===== src/rtl/dqs_train_pkg.sv =====
package dqs_train_pkg;

  typedef enum logic [1:0] {
    DOP_HOLD,
    DOP_ZERO,
    DOP_INC,
    DOP_LOAD
  } dly_op_e;

  typedef enum logic [2:0] {
    ST_IDLE,
    ST_CLR,
    ST_ISSUE,
    ST_WAIT,
    ST_CENTER
  } train_st_e;

  typedef enum logic [1:0] {
    PH_COARSE,
    PH_LOWER,
    PH_UPPER
  } train_ph_e;

  // Pattern byte i: 0xFE first, then odd multiples of 0x11.
  function automatic logic [7:0] train_byte(input int unsigned i);
    logic [15:0] prod;
    if (i == 0) return 8'hFE;
    prod = 16'(16'h11 * (2 * i - 1));
    return prod[7:0];
  endfunction

endpackage


===== src/rtl/dqs_dly_bank.sv =====
module dqs_dly_bank
  import dqs_train_pkg::*;
#(
  parameter int NUM_LANES = 2,
  parameter int DLY_W     = 5,
  parameter int LANE_W    = 1
) (
  input  logic                           clk,
  input  logic                           rst,
  input  dly_op_e [NUM_LANES-1:0]        op,
  input  logic [DLY_W-1:0]               load_val,
  input  logic [LANE_W-1:0]              sel,
  output logic [NUM_LANES*DLY_W-1:0]     dly_flat,
  output logic [DLY_W-1:0]               sel_dly,
  output logic [NUM_LANES-1:0]           at_max
);

  localparam logic [DLY_W-1:0] DLY_MAX = {DLY_W{1'b1}};

  logic [NUM_LANES-1:0][DLY_W-1:0] dly_arr;

  for (genvar g = 0; g < NUM_LANES; g++) begin : g_lane
    logic [DLY_W-1:0] code_q;

    always_ff @(posedge clk) begin
      if (rst) begin
        code_q <= '0;
      end else begin
        case (op[g])
          DOP_ZERO: code_q <= '0;
          DOP_INC:  code_q <= code_q + 1'b1;
          DOP_LOAD: code_q <= load_val;
          default:  code_q <= code_q;
        endcase
      end
    end

    assign dly_arr[g]                  = code_q;
    assign dly_flat[g*DLY_W +: DLY_W]  = code_q;
    assign at_max[g]                   = (code_q == DLY_MAX);
  end

  assign sel_dly = dly_arr[sel];

endmodule


===== src/rtl/dqs_read_judge.sv =====
module dqs_read_judge
  import dqs_train_pkg::*;
#(
  parameter int IDX_W = 3
) (
  input  logic [IDX_W-1:0] idx,
  input  logic [7:0]       data,
  input  logic             masked,
  input  logic             dummy,
  input  logic             use_data,
  output logic             fail
);

  logic [7:0] expect_byte;

  always_comb begin
    expect_byte = train_byte(int'(idx));
    fail        = masked | dummy | (use_data && (data != expect_byte));
  end

endmodule


===== src/rtl/dqs_train_ctrl.sv =====
module dqs_train_ctrl
  import dqs_train_pkg::*;
#(
  parameter int NUM_LANES   = 2,
  parameter int DLY_W       = 5,
  parameter int PAT_LEN     = 8,
  parameter int LANE_STRIDE = 4,
  parameter int ADDR_W      = 8,
  parameter int LANE_W      = 1,
  parameter int IDX_W       = 3
) (
  input  logic                     clk,
  input  logic                     rst,
  input  logic                     start,
  input  logic                     coarse_en,
  input  logic                     rsp_vld,
  input  logic                     rd_fail,
  input  logic [DLY_W-1:0]         sel_dly,
  input  logic [NUM_LANES-1:0]     at_max,
  output dly_op_e [NUM_LANES-1:0]  op,
  output logic [DLY_W-1:0]         load_val,
  output logic [LANE_W-1:0]        lane,
  output logic [IDX_W-1:0]         idx,
  output logic                     use_data,
  output logic                     rd_req,
  output logic [ADDR_W-1:0]        rd_addr,
  output logic                     fifo_rst,
  output logic                     flag_clr,
  output logic                     busy,
  output logic                     done,
  output logic                     result_err
);

  localparam logic [IDX_W-1:0]  IDX_LAST  = IDX_W'(PAT_LEN - 1);
  localparam logic [LANE_W-1:0] LANE_LAST = LANE_W'(NUM_LANES - 1);

  train_st_e         st_q, st_n;
  train_ph_e         ph_q, ph_n;
  logic [LANE_W-1:0] lane_q, lane_n;
  logic [IDX_W-1:0]  idx_q, idx_n;
  logic [DLY_W-1:0]  start_q, start_n;
  logic              err_q, err_n;
  logic [DLY_W-1:0]  span;
  logic [ADDR_W-1:0] addr_n;

  assign span     = sel_dly - start_q;
  assign load_val = start_q + (span >> 1);
  assign lane     = lane_q;
  assign idx      = idx_q;
  assign use_data = (ph_q != PH_COARSE);

  always_comb begin
    st_n    = st_q;
    ph_n    = ph_q;
    lane_n  = lane_q;
    idx_n   = idx_q;
    start_n = start_q;
    err_n   = err_q;
    for (int k = 0; k < NUM_LANES; k++) op[k] = DOP_HOLD;

    case (st_q)
      ST_IDLE: begin
        if (start) begin
          err_n  = 1'b0;
          idx_n  = '0;
          lane_n = '0;
          st_n   = ST_CLR;
          op[0]  = DOP_ZERO;
          if (coarse_en) begin
            ph_n  = PH_COARSE;
            op[1] = DOP_ZERO;
          end else begin
            ph_n  = PH_LOWER;
          end
        end
      end

      ST_CLR:   st_n = ST_ISSUE;
      ST_ISSUE: st_n = ST_WAIT;

      ST_WAIT: begin
        if (rsp_vld) begin
          st_n = ST_CLR;
          case (ph_q)
            PH_COARSE: begin
              if (rd_fail) begin
                idx_n = '0;
                if (!at_max[1]) begin
                  op[1] = DOP_INC;
                end else if (!at_max[0]) begin
                  op[0] = DOP_INC;
                  op[1] = DOP_ZERO;
                end else begin
                  err_n = 1'b1;
                  st_n  = ST_IDLE;
                end
              end else if (idx_q == '0) begin
                idx_n = IDX_W'(1);
              end else begin
                ph_n   = PH_LOWER;
                lane_n = '0;
                idx_n  = '0;
                op[0]  = DOP_ZERO;
              end
            end

            PH_LOWER: begin
              if (rd_fail) begin
                idx_n = '0;
                if (at_max[lane_q]) begin
                  err_n = 1'b1;
                  st_n  = ST_IDLE;
                end else begin
                  op[lane_q] = DOP_INC;
                end
              end else if (idx_q == IDX_LAST) begin
                start_n = sel_dly;
                ph_n    = PH_UPPER;
                idx_n   = '0;
              end else begin
                idx_n = idx_q + 1'b1;
              end
            end

            default: begin
              if (rd_fail) begin
                st_n = ST_CENTER;
              end else if (idx_q == IDX_LAST) begin
                idx_n = '0;
                if (at_max[lane_q]) begin
                  err_n = 1'b1;
                  st_n  = ST_IDLE;
                end else begin
                  op[lane_q] = DOP_INC;
                end
              end else begin
                idx_n = idx_q + 1'b1;
              end
            end
          endcase
        end
      end

      ST_CENTER: begin
        op[lane_q] = DOP_LOAD;
        if (lane_q == LANE_LAST) begin
          st_n = ST_IDLE;
        end else begin
          lane_n           = lane_q + 1'b1;
          op[lane_q + 1'b1] = DOP_ZERO;
          ph_n             = PH_LOWER;
          idx_n            = '0;
          st_n             = ST_CLR;
        end
      end

      default: st_n = ST_IDLE;
    endcase
  end

  always_comb begin
    if (ph_n == PH_COARSE) addr_n = ADDR_W'(idx_n);
    else addr_n = ADDR_W'(lane_n) + ADDR_W'(LANE_STRIDE * int'(idx_n));
  end

  always_ff @(posedge clk) begin
    if (rst) begin
      st_q       <= ST_IDLE;
      ph_q       <= PH_LOWER;
      lane_q     <= '0;
      idx_q      <= '0;
      start_q    <= '0;
      err_q      <= 1'b0;
      rd_req     <= 1'b0;
      rd_addr    <= '0;
      fifo_rst   <= 1'b0;
      flag_clr   <= 1'b0;
      busy       <= 1'b0;
      done       <= 1'b0;
      result_err <= 1'b0;
    end else begin
      st_q       <= st_n;
      ph_q       <= ph_n;
      lane_q     <= lane_n;
      idx_q      <= idx_n;
      start_q    <= start_n;
      err_q      <= err_n;
      rd_req     <= (st_n == ST_ISSUE);
      fifo_rst   <= (st_n == ST_CLR) || (st_n == ST_CENTER);
      flag_clr   <= (st_n == ST_CLR);
      busy       <= (st_n != ST_IDLE);
      done       <= (st_q != ST_IDLE) && (st_n == ST_IDLE);
      result_err <= err_n;
      if (st_n == ST_ISSUE) rd_addr <= addr_n;
    end
  end

endmodule


===== src/rtl/dqs_train_engine.sv =====
module dqs_train_engine
  import dqs_train_pkg::*;
#(
  parameter int NUM_LANES   = 2,
  parameter int DLY_W       = 5,
  parameter int PAT_LEN     = 8,
  parameter int LANE_STRIDE = 4,
  parameter int ADDR_W      = 8
) (
  input  logic                         clk,
  input  logic                         rst,
  input  logic                         start,
  input  logic                         coarse_en,
  output logic                         rd_req,
  output logic [ADDR_W-1:0]            rd_addr,
  input  logic                         rsp_vld,
  input  logic [7:0]                   rsp_data,
  input  logic                         rsp_masked,
  input  logic                         rsp_dummy,
  output logic                         fifo_rst,
  output logic                         flag_clr,
  output logic [NUM_LANES*DLY_W-1:0]   dly_code,
  output logic                         busy,
  output logic                         done,
  output logic                         result_err
);

  localparam int LANE_W = (NUM_LANES > 1) ? $clog2(NUM_LANES) : 1;
  localparam int IDX_W  = (PAT_LEN > 1) ? $clog2(PAT_LEN) : 1;

  dly_op_e [NUM_LANES-1:0] op;
  logic [DLY_W-1:0]        load_val;
  logic [DLY_W-1:0]        sel_dly;
  logic [NUM_LANES-1:0]    at_max;
  logic [LANE_W-1:0]       lane;
  logic [IDX_W-1:0]        idx;
  logic                    use_data;
  logic                    rd_fail;

  dqs_train_ctrl #(
    .NUM_LANES(NUM_LANES), .DLY_W(DLY_W), .PAT_LEN(PAT_LEN),
    .LANE_STRIDE(LANE_STRIDE), .ADDR_W(ADDR_W), .LANE_W(LANE_W), .IDX_W(IDX_W)
  ) u_ctrl (
    .clk(clk), .rst(rst), .start(start), .coarse_en(coarse_en),
    .rsp_vld(rsp_vld), .rd_fail(rd_fail), .sel_dly(sel_dly), .at_max(at_max),
    .op(op), .load_val(load_val), .lane(lane), .idx(idx), .use_data(use_data),
    .rd_req(rd_req), .rd_addr(rd_addr), .fifo_rst(fifo_rst), .flag_clr(flag_clr),
    .busy(busy), .done(done), .result_err(result_err)
  );

  dqs_dly_bank #(
    .NUM_LANES(NUM_LANES), .DLY_W(DLY_W), .LANE_W(LANE_W)
  ) u_bank (
    .clk(clk), .rst(rst), .op(op), .load_val(load_val), .sel(lane),
    .dly_flat(dly_code), .sel_dly(sel_dly), .at_max(at_max)
  );

  dqs_read_judge #(
    .IDX_W(IDX_W)
  ) u_judge (
    .idx(idx), .data(rsp_data), .masked(rsp_masked), .dummy(rsp_dummy),
    .use_data(use_data), .fail(rd_fail)
  );

endmodule


===== config.mk =====
export PLATFORM = sky130hd
export DESIGN_NAME = dqs_train_engine
export DESIGN_NICKNAME = d
export VERILOG_FILES = /design/src/rtl/dqs_train_pkg.sv /design/src/rtl/dqs_dly_bank.sv /design/src/rtl/dqs_read_judge.sv /design/src/rtl/dqs_train_ctrl.sv /design/src/rtl/dqs_train_engine.sv
export SDC_FILE = /design/constraint.sdc
export NUM_CORES = 1
export LEC_CHECK = 0
export BUFFER_PORTS_ARGS = -buffer_cell sky130_fd_sc_hd__buf_2
export CAP_MARGIN = 25
export CORE_ASPECT_RATIO = 0.7
export CORE_MARGIN = 1
export CORE_UTILIZATION = 30
export DETAILED_ROUTE_END_ITERATION = 16
export GPL_TIMING_DRIVEN = 1
export PLACE_DENSITY = 0.56
export RECOVER_POWER = 50
export SKIP_CTS_REPAIR_TIMING = 1
export SLEW_MARGIN = 20
export SYNTH_ARGS = -nofsm -noshare
export SYNTH_HDL_FRONTEND = slang
export SYNTH_SLANG_ARGS = --single-unit

===== constraint.sdc =====
create_clock -name clk -period 3.9 [get_ports clk]
set_input_delay 0.78 -clock clk [delete_from_list [all_inputs] [get_ports clk]]
set_output_delay 0.78 -clock clk [all_outputs]
set_load 0.02 [all_outputs]

==> results.sh, run 1 <==
export IMPL_wirelength_um=6610
export IMPL_htree_levels=2
export IMPL_drv_cap=0
export IMPL_violations="design-rule violations"
export IMPL_skew_ps=5.46
export IMPL_worst_pin_slew_ps=629
export IMPL_place_detailed_hpwl_um=5040
export IMPL_drive_above_1_share_pct=14.4
export IMPL_p_leak_nw=1.14
export IMPL_fin_tns_setup_ps=0
export IMPL_hp_start="u_ctrl.rd_addr[4]$_SDFFE_PP0N_"
export IMPL_synth_distinct_cells=63
export IMPL_status="finished with violations"
export IMPL_tritoncts="done"
export IMPL_ctsLongestPathBuffers=2
export IMPL_layout_common_cells="nor2_1, dfxtp_1, nand2_1, a21oi_1, clkbuf_1"
export IMPL_yosysSeqAreaShare_pct=27.6
export IMPL_cts_sinks=35
export IMPL_slew_headroom_pct=57.9
export IMPL_die_width_um=112
export IMPL_die_h_um=79.0
export IMPL_syn_area_um2=2540
export IMPL_num_vias=2312
export IMPL_ys_warn_count=0
export IMPL_peakVddDrop_mv=0.178
export IMPL_synth_main_ff_cell="dfxtp_1"
export IMPL_cp_start_kind="flip-flop"
export IMPL_clkTransAtPathRegs_ps=60
export IMPL_path_class="reg -> reg"
export IMPL_area_growth_pct=17.0
export IMPL_crit_fanout=13
export IMPL_min_path_cells=2
export IMPL_powerDensity_nw_per_um2=329
export IMPL_critPathCaptureType="flip-flop"
export IMPL_antenna_found_initial=0
export IMPL_critical_path_startpoint="u_ctrl.idx[1]$_SDFF_PP0_"
export IMPL_ys_ff_latch=35
export IMPL_grt_usage_pct=16.0
export IMPL_dpl_worst_slack_ps=219
export IMPL_grt_pass1_wl_um=11200
export IMPL_place_congestion=0.814
export IMPL_netlist_instances=309
export IMPL_grt_max_degree=32
export IMPL_core_area_um2=8040
export IMPL_fill_cells=860
export IMPL_ff2ff_setup_slack_ps=290
export IMPL_grt_overflow=0
export IMPL_vias_per_cell=5.16
export IMPL_clk_insertion_delay_late_ps=280
export IMPL_rsz0062_at_grt="no"
export IMPL_drc=3
export IMPL_post_route_period_util_pct=92.5
export IMPL_setup_viol=0
export IMPL_first_global_vias=2203
export IMPL_ios=39
export IMPL_fin_crit_ps=3610
export IMPL_drtIter0Drc=172
export IMPL_initial_core_util_pct=31.6
export IMPL_rr_endpoint="u_ctrl.busy$_SDFF_PP0_"
export IMPL_root_buffer="clkbuf_16"
export IMPL_drtAntennaViolNets=0
export IMPL_fmax_mhz=277
export IMPL_slew_viol_final=0
export IMPL_syn_avg_cell_area_um2=8.23
export IMPL_required_ps=4030
export IMPL_wl_per_cell_um=14.7
export IMPL_regToRegStartpoint="u_ctrl.idx[1]$_SDFF_PP0_"
export IMPL_dieArea_um2=8850
export IMPL_hold_path_end="u_ctrl.rd_addr[4]$_SDFFE_PP0N_"
export IMPL_port_buffers=35
export IMPL_finalHoldViolations=0
export IMPL_cp_arrival_ps=3740
export IMPL_diodes=0
export IMPL_async_reset_ff_share_pct=0
export IMPL_min_path_type="reg -> reg"
export IMPL_worst_slack_ps=293
export IMPL_reg2reg_depth=13
export IMPL_nets=380
export IMPL_cts_made_buffers=5
export IMPL_drtPass1Iterations=10
export IMPL_row_count=27
export IMPL_holdWs_ps=455
export IMPL_synth_edf_count=0
-- layout make-up --
cell class              instances  area (um^2)  share of cell area [%]
clock buffers                   5          125                    4.21
inverters                      17         63.8                    2.14
repair buffers                 43          209                    7.02
flip-flops and latches         35          702                    23.6
clock inverters                 3         43.8                    1.47
well taps                     101          126                    4.25
multi-input cells             244         1710                    57.3
-- metal layers --
layer | up-vias | share of wire (%) | GRT usage [%]
met4 | 0 | 0.92 | 4.40
met5 | - | 0 | 0
li1 | 1178 | - | -
met3 | 5 | 5.5 | 2.75
met2 | 54 | 38 | 21.8
met1 | 1075 | 56 | 25.1
-- power breakdown --
part / leakage (nW) / switching [W] / internal (W) / total [W]
registers: 0.284 / 0.0000134 / 0.000369 / 0.000383
logic: 0.767 / 0.0000874 / 0.0000478 / 0.000135
clock network: 0.0838 / 0.000160 / 0.000301 / 0.000461
total: 1.14 / 0.000260 / 0.000718 / 0.000979
-- Yosys cell counts (2+ instances only) --
cell | number | area share [%]
dfxtp_1 | 35 | 28
nor2_1 | 34 | 5.0
nand2_1 | 30 | 4.4
a21oi_1 | 22 | 4.3
ha_1 | 17 | 8.4
inv_1 | 17 | 2.5
nand3_1 | 12 | 2.4
mux2i_1 | 10 | 3.9
nor3_1 | 10 | 2.0
a31oi_1 | 8 | 2.0
and2_1 | 8 | 2.0
xnor2_1 | 7 | 2.4
clkbuf_1 | 6 | 0.89
nor4_1 | 6 | 1.5
a211oi_1 | 5 | 1.5
a21o_1 | 5 | 1.5
o21ai_0 | 5 | 0.98
and3_1 | 4 | 0.98
buf_4 | 4 | 1.2
nor2b_1 | 4 | 0.98
buf_1 | 3 | 0.44
mux2_2 | 3 | 1.3
nand2b_1 | 3 | 0.74
or4_1 | 3 | 0.89
xor2_1 | 3 | 1.0
a22oi_1 | 2 | 0.59
fa_1 | 2 | 1.6
nand3b_1 | 2 | 0.59
nand4_1 | 2 | 0.49
o211ai_1 | 2 | 0.59
o21ai_1 | 2 | 0.39
o221ai_1 | 2 | 0.69
-- critical path, stage by stage (launching register included) --
cell and delay [ps]:
dfxtp_2 380, inv_1 100, ha_1 300, inv_1 80, ha_1 300, ha_1 210, xor3_1 190, or4_1 450
and3_4 210, o2111ai_4 430, a21oi_1 170, o311a_4 360, nor2_1 160, a31oi_1 120
-- metrics by stage --
| stage | power [W] | area, um^2 | utilization [%] | cells |
|---|---|---|---|---|
| 2_1_floorplan | 0.000482 | 2550 | - | 311 |
| 3_3_place_gp | 0.000518 | 2800 | 34.8 | 436 |
| 3_5_place_dp | 0.000517 | 2800 | 34.8 | 436 |
| 4_1_cts | 0.000981 | 2970 | 36.9 | 444 |
| 5_1_grt | 0.00102 | 2980 | 37.0 | 448 |
| 6_report | 0.000979 | 2980 | 37.0 | 448 |
-- flip-flops by register name, summed over array words and instances, names as in the netlist, 2 cells and up --
register,flops
u_ctrl.rd_addr,5
u_bank.g_lane.code_q,10
u_ctrl.idx,3
u_ctrl.st_q,3
u_ctrl.ph_q,2
u_ctrl.start_q,5
-- cells by family (layout without fill, tap and decap cells) --
kind of cell / Yosys count / after routing / share of synthesized area, %
buffers and inverters: 32 / 68 / 5.66
DFF: 35 / 35 / 27.6
other: 1 / 3 / 0.147
AOI/OAI and AO/OA: 72 / 72 / 22.4
adders and majority gates: 19 / 19 / 9.94
and+or+nand+nor: 125 / 125 / 24.1
muxes: 14 / 14 / 5.81
xor gates and xnor gates: 11 / 11 / 4.38
-- worst max-delay path by stage --
stage                                                         end  slack [ps]  depth (start not counted)
after detailed placement                   u_ctrl.busy$_SDFF_PP0_         220                         13
after global routing                       u_ctrl.busy$_SDFF_PP0_          70                         13
final                                      u_ctrl.busy$_SDFF_PP0_         290                         13
after global placement             u_ctrl.rd_addr[0]$_SDFFE_PP0N_         310                         13
after floorplan           u_bank.g_lane[0].code_q[3]$_SDFFE_PP0P_         480                         14
after CTS                                  u_ctrl.busy$_SDFF_PP0_         200                         13
(Power assumes the default switching activity.)
==> run 2, diff against run 1 <==
- CORE_ASPECT_RATIO: 0.7 -> 1.75
- CTS_CLUSTER_SIZE: unset -> 30
- SYNTH_HIERARCHICAL: unset -> 1
==> run 2 against run 1 <==
Net effect: clock skew is 1.8 ps lower; first-iteration DRC count fell by 72%; global-route usage decreased by 0.67 points; sequential cell count is the same; the flow now finishes without violations; highest routed layer unchanged; non-clock buffer count did not move; sequential share of layout area fell by 0.33 points; setup slack lost 89 ps; routed wire length shrank 2.3%; sequential power about the same.
==> results.sh, run 2 <==
export IMPL_crit_fanout=10
export IMPL_wirelength_um=6460
export IMPL_multi_input_area_um2=1690
export IMPL_reg_top3="u_bank/g_lane.code_q: 10 flops, u_ctrl/rd_addr: 5 flops, u_ctrl/start_q: 5 flops"
export IMPL_finalHoldViolations=0
export IMPL_slew_viol_final=0
export IMPL_netlist_top_cells_area="dfxtp_1, ha_1, nor2_1, xnor2_1, mux2i_1"
export IMPL_ios=39
export IMPL_largest_reg_flops=10
export IMPL_synth_top_area_share_pct=27.3
export IMPL_hold_path_end="u_ctrl/rd_addr[1]$_SDFFE_PP0N_"
export IMPL_crit_buf_inv=3
export IMPL_synth_most_common_cell="dfxtp_1"
export IMPL_rr_endpoint="u_ctrl/rd_addr[0]$_SDFFE_PP0N_"
export IMPL_grt_usage_pct=15.3
export IMPL_antenna_found_initial=0
export IMPL_drv_cap=0
export IMPL_die_width_um=71.9
export IMPL_core_area_um2=8310
export IMPL_place_detailed_hpwl_um=5120
export IMPL_required_ps=4080
export IMPL_register_area_um2=701
export IMPL_diodes=0
export IMPL_max_stage_delay_ps=410
export IMPL_power_w=0.00101
export IMPL_ys_warn_count=6
export IMPL_cpMostUsedCell="ha_1"
export IMPL_port_buffers=35
export IMPL_yosysSeqAreaShare_pct=27.3
export IMPL_grt_pass1_wl_um=10700
export IMPL_drc=0
export IMPL_area_growth_pct=17.4
export IMPL_cts_sinks=35
export IMPL_drtPass1Iterations=4
export IMPL_layout_commonest_cell="dfxtp_1"
export IMPL_ff2ff_setup_slack_ps=200
export IMPL_min_path_cells=1
export IMPL_final_util_pct=36.2
export IMPL_die_h_um=124
export IMPL_syn_avg_cell_area_um2=8.36
export IMPL_async_reset_ff_share_pct=0
export IMPL_reg2reg_depth=15
export IMPL_place_congestion=0.831
export IMPL_hp_start="u_ctrl/rd_addr[1]$_SDFFE_PP0N_"
export IMPL_synth_distinct_cells=57
export IMPL_slowest_stage="a311o_1"
export IMPL_path_class="reg -> reg"
export IMPL_clkTransAtPathRegs_ps=60
export IMPL_synth_common_cells="dfxtp_1, nor2_1, inv_1"
export IMPL_cts_made_buffers=5
export IMPL_yosys_area_top_type="dfxtp_1"
export IMPL_drive_above_1_share_pct=13.7
export IMPL_num_vias=2299
export IMPL_regToRegStartpoint="u_ctrl/idx[0]$_SDFF_PP0_"
export IMPL_root_buffer="clkbuf_16"
export IMPL_min_path_type="reg -> reg"
export IMPL_drtAntennaViolNets=0
export IMPL_fin_tns_setup_ps=0
export IMPL_peakVddDrop_mv=0.404
export IMPL_nets=377
export IMPL_clk_insertion_delay_late_ps=280
export IMPL_critPathCaptureType="flip-flop"
export IMPL_fmax_mhz=271
export IMPL_grt_overflow=0
export IMPL_skew_ps=3.64
export IMPL_powerDensity_nw_per_um2=337
export IMPL_first_global_vias=2319
export IMPL_cp_cell_sequence="inv_1 -> ha_1 -> inv_1 -> ha_1 -> ha_1 -> xnor2_1 -> mux2i_1 -> xor2_1 -> a31oi_1 -> buf_4 -> nor2b_1 -> and4b_1 -> a311o_1 -> or3_1 -> a32o_1"
export IMPL_fill_cells=882
export IMPL_post_route_period_util_pct=94.8
export IMPL_wl_per_cell_um=14.1
export IMPL_drtIter0Drc=48
export IMPL_cp_start_kind="flip-flop"
export IMPL_htree_levels=2
export IMPL_ys_ff_latch=35
export IMPL_rsz0062_at_grt="no"
export IMPL_cp_arrival_ps=3870
export IMPL_slew_headroom_pct=11.6
export IMPL_row_count=44
export IMPL_worst_pin_slew_ps=1330
export IMPL_synth_main_ff_cell="dfxtp_1"
export IMPL_synth_edf_count=0
export IMPL_ctsLongestPathBuffers=2
export IMPL_crit_family="compound AO/OA/AOI/OAI gates"
export IMPL_initial_core_util_pct=30.9
export IMPL_vias_per_cell=5.02
export IMPL_fin_crit_ps=3700
export IMPL_dieArea_um2=8940
export IMPL_netlist_instances=307
export IMPL_tritoncts="done"
export IMPL_layout_common_cells="dfxtp_1, nor2_1, clkbuf_1, inv_1"
export IMPL_status="finished, final reports clean"
export IMPL_setup_viol=0
export IMPL_syn_area_um2=2570
export IMPL_grt_max_degree=31
export IMPL_regMostFlops="u_bank/g_lane.code_q"
export IMPL_p_leak_nw=1.24
## run 2: changes by cell type after synthesis, moves of 5 or more
cell / before / now
a31oi_1: 8 / 1
nor2b_1: 4 / 15
and2_1: 8 / 2
o21a_1: 0 / 9
nand2_1: 30 / 14
mux2_2: 3 / 8
nor4_1: 6 / 1
xnor2_1: 7 / 13
buf_2: 1 / 6
## run 2: area by class of cell
type                            instances  share of cell area (%)
Multi-Input combinational cell        236                    56.2
Sequential cell                        35                    23.3
Clock buffer                            5                    4.15
Tap cell                              115                    4.78
Inverter                               21                    2.62
Timing Repair Buffer                   43                    6.77
Clock inverter                          3                    2.24
## run 2: worst max path at each step
stage	slack (ps)	start	depth (start not counted)	end
after CTS	240	u_ctrl/idx[0]$_SDFF_PP0_	17	u_bank/g_lane[1].code_q[3]$_SDFFE_PP0P_
after global routing	10	u_ctrl/idx[0]$_SDFF_PP0_	17	u_bank/g_lane[1].code_q[3]$_SDFFE_PP0P_
after global placement	370	u_ctrl/idx[0]$_SDFF_PP0_	17	u_bank/g_lane[1].code_q[3]$_SDFFE_PP0P_
after floorplan	200	u_ctrl/idx[0]$_SDFF_PP0_	19	u_bank/g_lane[1].code_q[3]$_SDFFE_PP0P_
after detailed placement	270	u_ctrl/idx[0]$_SDFF_PP0_	15	u_ctrl/rd_addr[0]$_SDFFE_PP0N_
final	200	u_ctrl/idx[0]$_SDFF_PP0_	15	u_ctrl/rd_addr[0]$_SDFFE_PP0N_
## run 2: worst register-to-register path, delay by kind of cell, from the launching register on
family | cells | cell delay, ps
DFF | 1 | 330
xor gates and xnor gates | 2 | 290
AOI/OAI and AO/OA | 3 | 940
muxes | 1 | 240
adders and majority gates | 3 | 820
buffers and inverters | 3 | 350
and+or+nand+nor | 3 | 630
## run 2: cell families after synthesis
logic type,Yosys count,synth area share [%]
mux,19,7.80
buf+inv,38,7.17
compound gates,66,18.0
simple gates,112,23.7
fa+ha+maj,20,10.3
xor+xnor,16,5.46
other cells,1,0.146
flops,35,27.3
## run 2: per-stage QoR
step,std cells,hold slack [ps],worst slack [ps],area (um^2)
6_report,458,483,205,3010
5_1_grt,458,510,9.75,3010
4_1_cts,458,483,244,3040
3_5_place_dp,450,464,272,2850
3_3_place_gp,450,468,365,2850
2_1_floorplan,309,485,198,2570
## run 2: report_power, final
part / total (W) / switching [W] / leakage (nW) / internal (W)
Combinational: 0.000112 / 0.0000709 / 0.867 / 0.0000413
Sequential: 0.000380 / 0.0000123 / 0.284 / 0.000368
Clock: 0.000522 / 0.000156 / 0.0900 / 0.000366
Total: 0.00101 / 0.000239 / 1.24 / 0.000775
## run 2: routing by layer
| layer | track usage (%) | vias to the layer above | part of all wire (%) |
|---|---|---|---|
| met5 | 0 | - | 0 |
| met4 | 9.00 | 0 | 3.7 |
| met3 | 2.43 | 16 | 2.3 |
| met2 | 28.9 | 50 | 56 |
| met1 | 15.1 | 1084 | 38 |
| li1 | - | 1149 | - |
==> run 3, diff against run 2 <==
- CORE_UTILIZATION: 30 -> 43
- PLACE_DENSITY: 0.56 -> 0.71
==> run 3 against run 2 <==
Net effect: non-clock buffer count did not move; die area fell by 30%; final cell count fell by 8.5%; core utilization rose by 15 points; highest routed layer unchanged; global-route usage increased by 5.7 points; sequential share of layout area rose by 0.84 points; combinational power about the same; hold slack better by 5.8 ps; cell area down 3.5%; clock power fell by 37%; sequential cell count unchanged; largest power group is now registers; setup slack improved by 12 ps; critical path type unchanged.
==> results.sh, run 3 (synthesis gave the netlist of run 2 again) <==
export IMPL_root_buffer="clkbuf_8"
export IMPL_area_growth_pct=13.3
export IMPL_clk_insertion_delay_late_ps=300
export IMPL_path_class="reg -> reg"
export IMPL_slew_headroom_pct=14.6
export IMPL_cts_sinks=35
export IMPL_slew_viol_final=0
export IMPL_switchingPower_w=0.000224
export IMPL_drtIter0Drc=60
export IMPL_clkPwrFrac_pct=40.1
export IMPL_p_seq_share_pct=46.1
export IMPL_fmax_mhz=272
export IMPL_grt_pass1_wl_um=10100
export IMPL_drive_above_1_share_pct=14.6
export IMPL_die_width_um=60.4
export IMPL_wirelength_um=6150
export IMPL_drc=0
export IMPL_port_buffers=35
export IMPL_required_ps=4100
export IMPL_min_path_type="reg -> reg"
export IMPL_stdcell_area_um2=2910
export IMPL_dieArea_um2=6290
export IMPL_fin_tns_setup_ps=0
export IMPL_hp_start="u_ctrl/rd_addr[1]$_SDFFE_PP0N_"
export IMPL_ios=39
export IMPL_p_leak_nw=1.22
export IMPL_critical_path_startpoint="u_ctrl/idx[0]$_SDFF_PP0_"
export IMPL_setup_viol=0
export IMPL_p_int_w=0.000599
export IMPL_peakVddDrop_mv=0.243
export IMPL_core_area_um2=5680
export IMPL_cp_arrival_ps=3880
export IMPL_die_h_um=104
export IMPL_drv_cap=0
export IMPL_grt_usage_pct=21.0
export IMPL_skew_ps=12.0
export IMPL_layout_common_cells="dfxtp_1, nor2_1, clkbuf_1, inv_1"
export IMPL_clkTransAtPathRegs_ps=80
export IMPL_drtAntennaViolNets=0
export IMPL_rsz0062_at_grt="no"
export IMPL_grt_max_degree=31
export IMPL_initial_core_util_pct=45.2
export IMPL_grt_overflow=0
export IMPL_regToRegStartpoint="u_ctrl/idx[0]$_SDFF_PP0_"
export IMPL_row_count=36
export IMPL_power_switching_share_pct=27.2
export IMPL_crit_fanout=10
export IMPL_critPathCaptureType="flip-flop"
export IMPL_vias_per_cell=5.52
export IMPL_fin_crit_ps=3680
export IMPL_antenna_found_initial=0
export IMPL_dpl_instance_area_um2=2800
export IMPL_post_route_period_util_pct=94.4
export IMPL_finalHoldViolations=0
export IMPL_layout_commonest_cell="dfxtp_1"
export IMPL_regMostFlops="u_bank/g_lane.code_q"
export IMPL_tritoncts="done"
export IMPL_powerDensity_nw_per_um2=283
export IMPL_nets=377
export IMPL_cp_start_kind="flip-flop"
export IMPL_largest_reg_flops=10
export IMPL_first_global_vias=2309
export IMPL_diodes=0
export IMPL_drtPass1Iterations=4
export IMPL_htree_levels=2
export IMPL_wl_per_cell_um=14.7
export IMPL_ctsLongestPathBuffers=2
export IMPL_cts_made_buffers=5
export IMPL_p_comb_share_pct=13.7
export IMPL_num_vias=2311
export IMPL_place_congestion=0.888
export IMPL_reg_top3="u_bank/g_lane.code_q: 10 flops, u_ctrl/rd_addr: 5 flops, u_ctrl/start_q: 5 flops"
export IMPL_place_detailed_hpwl_um=4800
export IMPL_status="finished, final reports clean"
export IMPL_worst_pin_slew_ps=1280
## run 3: per-layer routing
metal | part of all wire, % | vias up | global-route usage [%]
li1 | - | 1150 | -
met1 | 37 | 1074 | 20.6
met2 | 57 | 71 | 39.9
met3 | 3.1 | 16 | 2.86
met4 | 3.2 | 0 | 10.1
met5 | 0 | - | 0
## run 3: critical path, stage by stage (launching register included)
cell and delay, ps:
dfxtp_1 330, inv_1 60, ha_1 320, inv_1 70
ha_1 290, ha_1 210, xnor2_1 210, mux2i_1 250
xor2_1 270, a31oi_4 180, nor2b_4 180, mux2_2 170
a22oi_1 60, o32ai_1 300, buf_4 230, nand4_1 140
xnor2_1 150, o21a_1 170
## run 3: final timing paths
kind                            cells past startpoint  slack (ps)                                       to
worst max-delay path                               17         220  u_bank/g_lane[1].code_q[3]$_SDFFE_PP0P_
worst min register to register                      1         490           u_ctrl/rd_addr[1]$_SDFFE_PP0N_
worst max register to register                     17         220  u_bank/g_lane[1].code_q[3]$_SDFFE_PP0P_
worst min-delay path                                1         490           u_ctrl/rd_addr[1]$_SDFFE_PP0N_
## run 3: cell type report
type                            instances  area [um^2]
Inverter                               21         78.8
Tap cell                               76         95.1
Multi-Input combinational cell        236         1710
Clock inverter                          3         43.8
Sequential cell                        35          701
Clock buffer                            5         68.8
Timing Repair Buffer                   43          208
Fill cell                             577         2770
## run 3: metrics by stage
step / hold slack, ps / util (%) / worst slack, ps / power, W / instances
after floorplan: 485 / - / 198 / 0.000468 / 309
after global placement: 464 / 49.3 / 265 / 0.000499 / 411
after detailed placement: 464 / 49.3 / 85.4 / 0.000500 / 411
after CTS: 489 / 51.3 / 69.1 / 0.000831 / 419
after global routing: 499 / 51.2 / 0.197 / 0.000857 / 419
final: 489 / 51.2 / 217 / 0.000823 / 419
## run 3: power by group through the flow
stage	Combinational, W	Clock (W)	Sequential (W)
floorplan	0.0000776	0	0.000391
global placement	0.000111	0	0.000387
detailed placement	0.000113	0	0.000388
CTS	0.000113	0.000338	0.000379
global route	0.000126	0.000350	0.000381
finish	0.000113	0.000330	0.000380
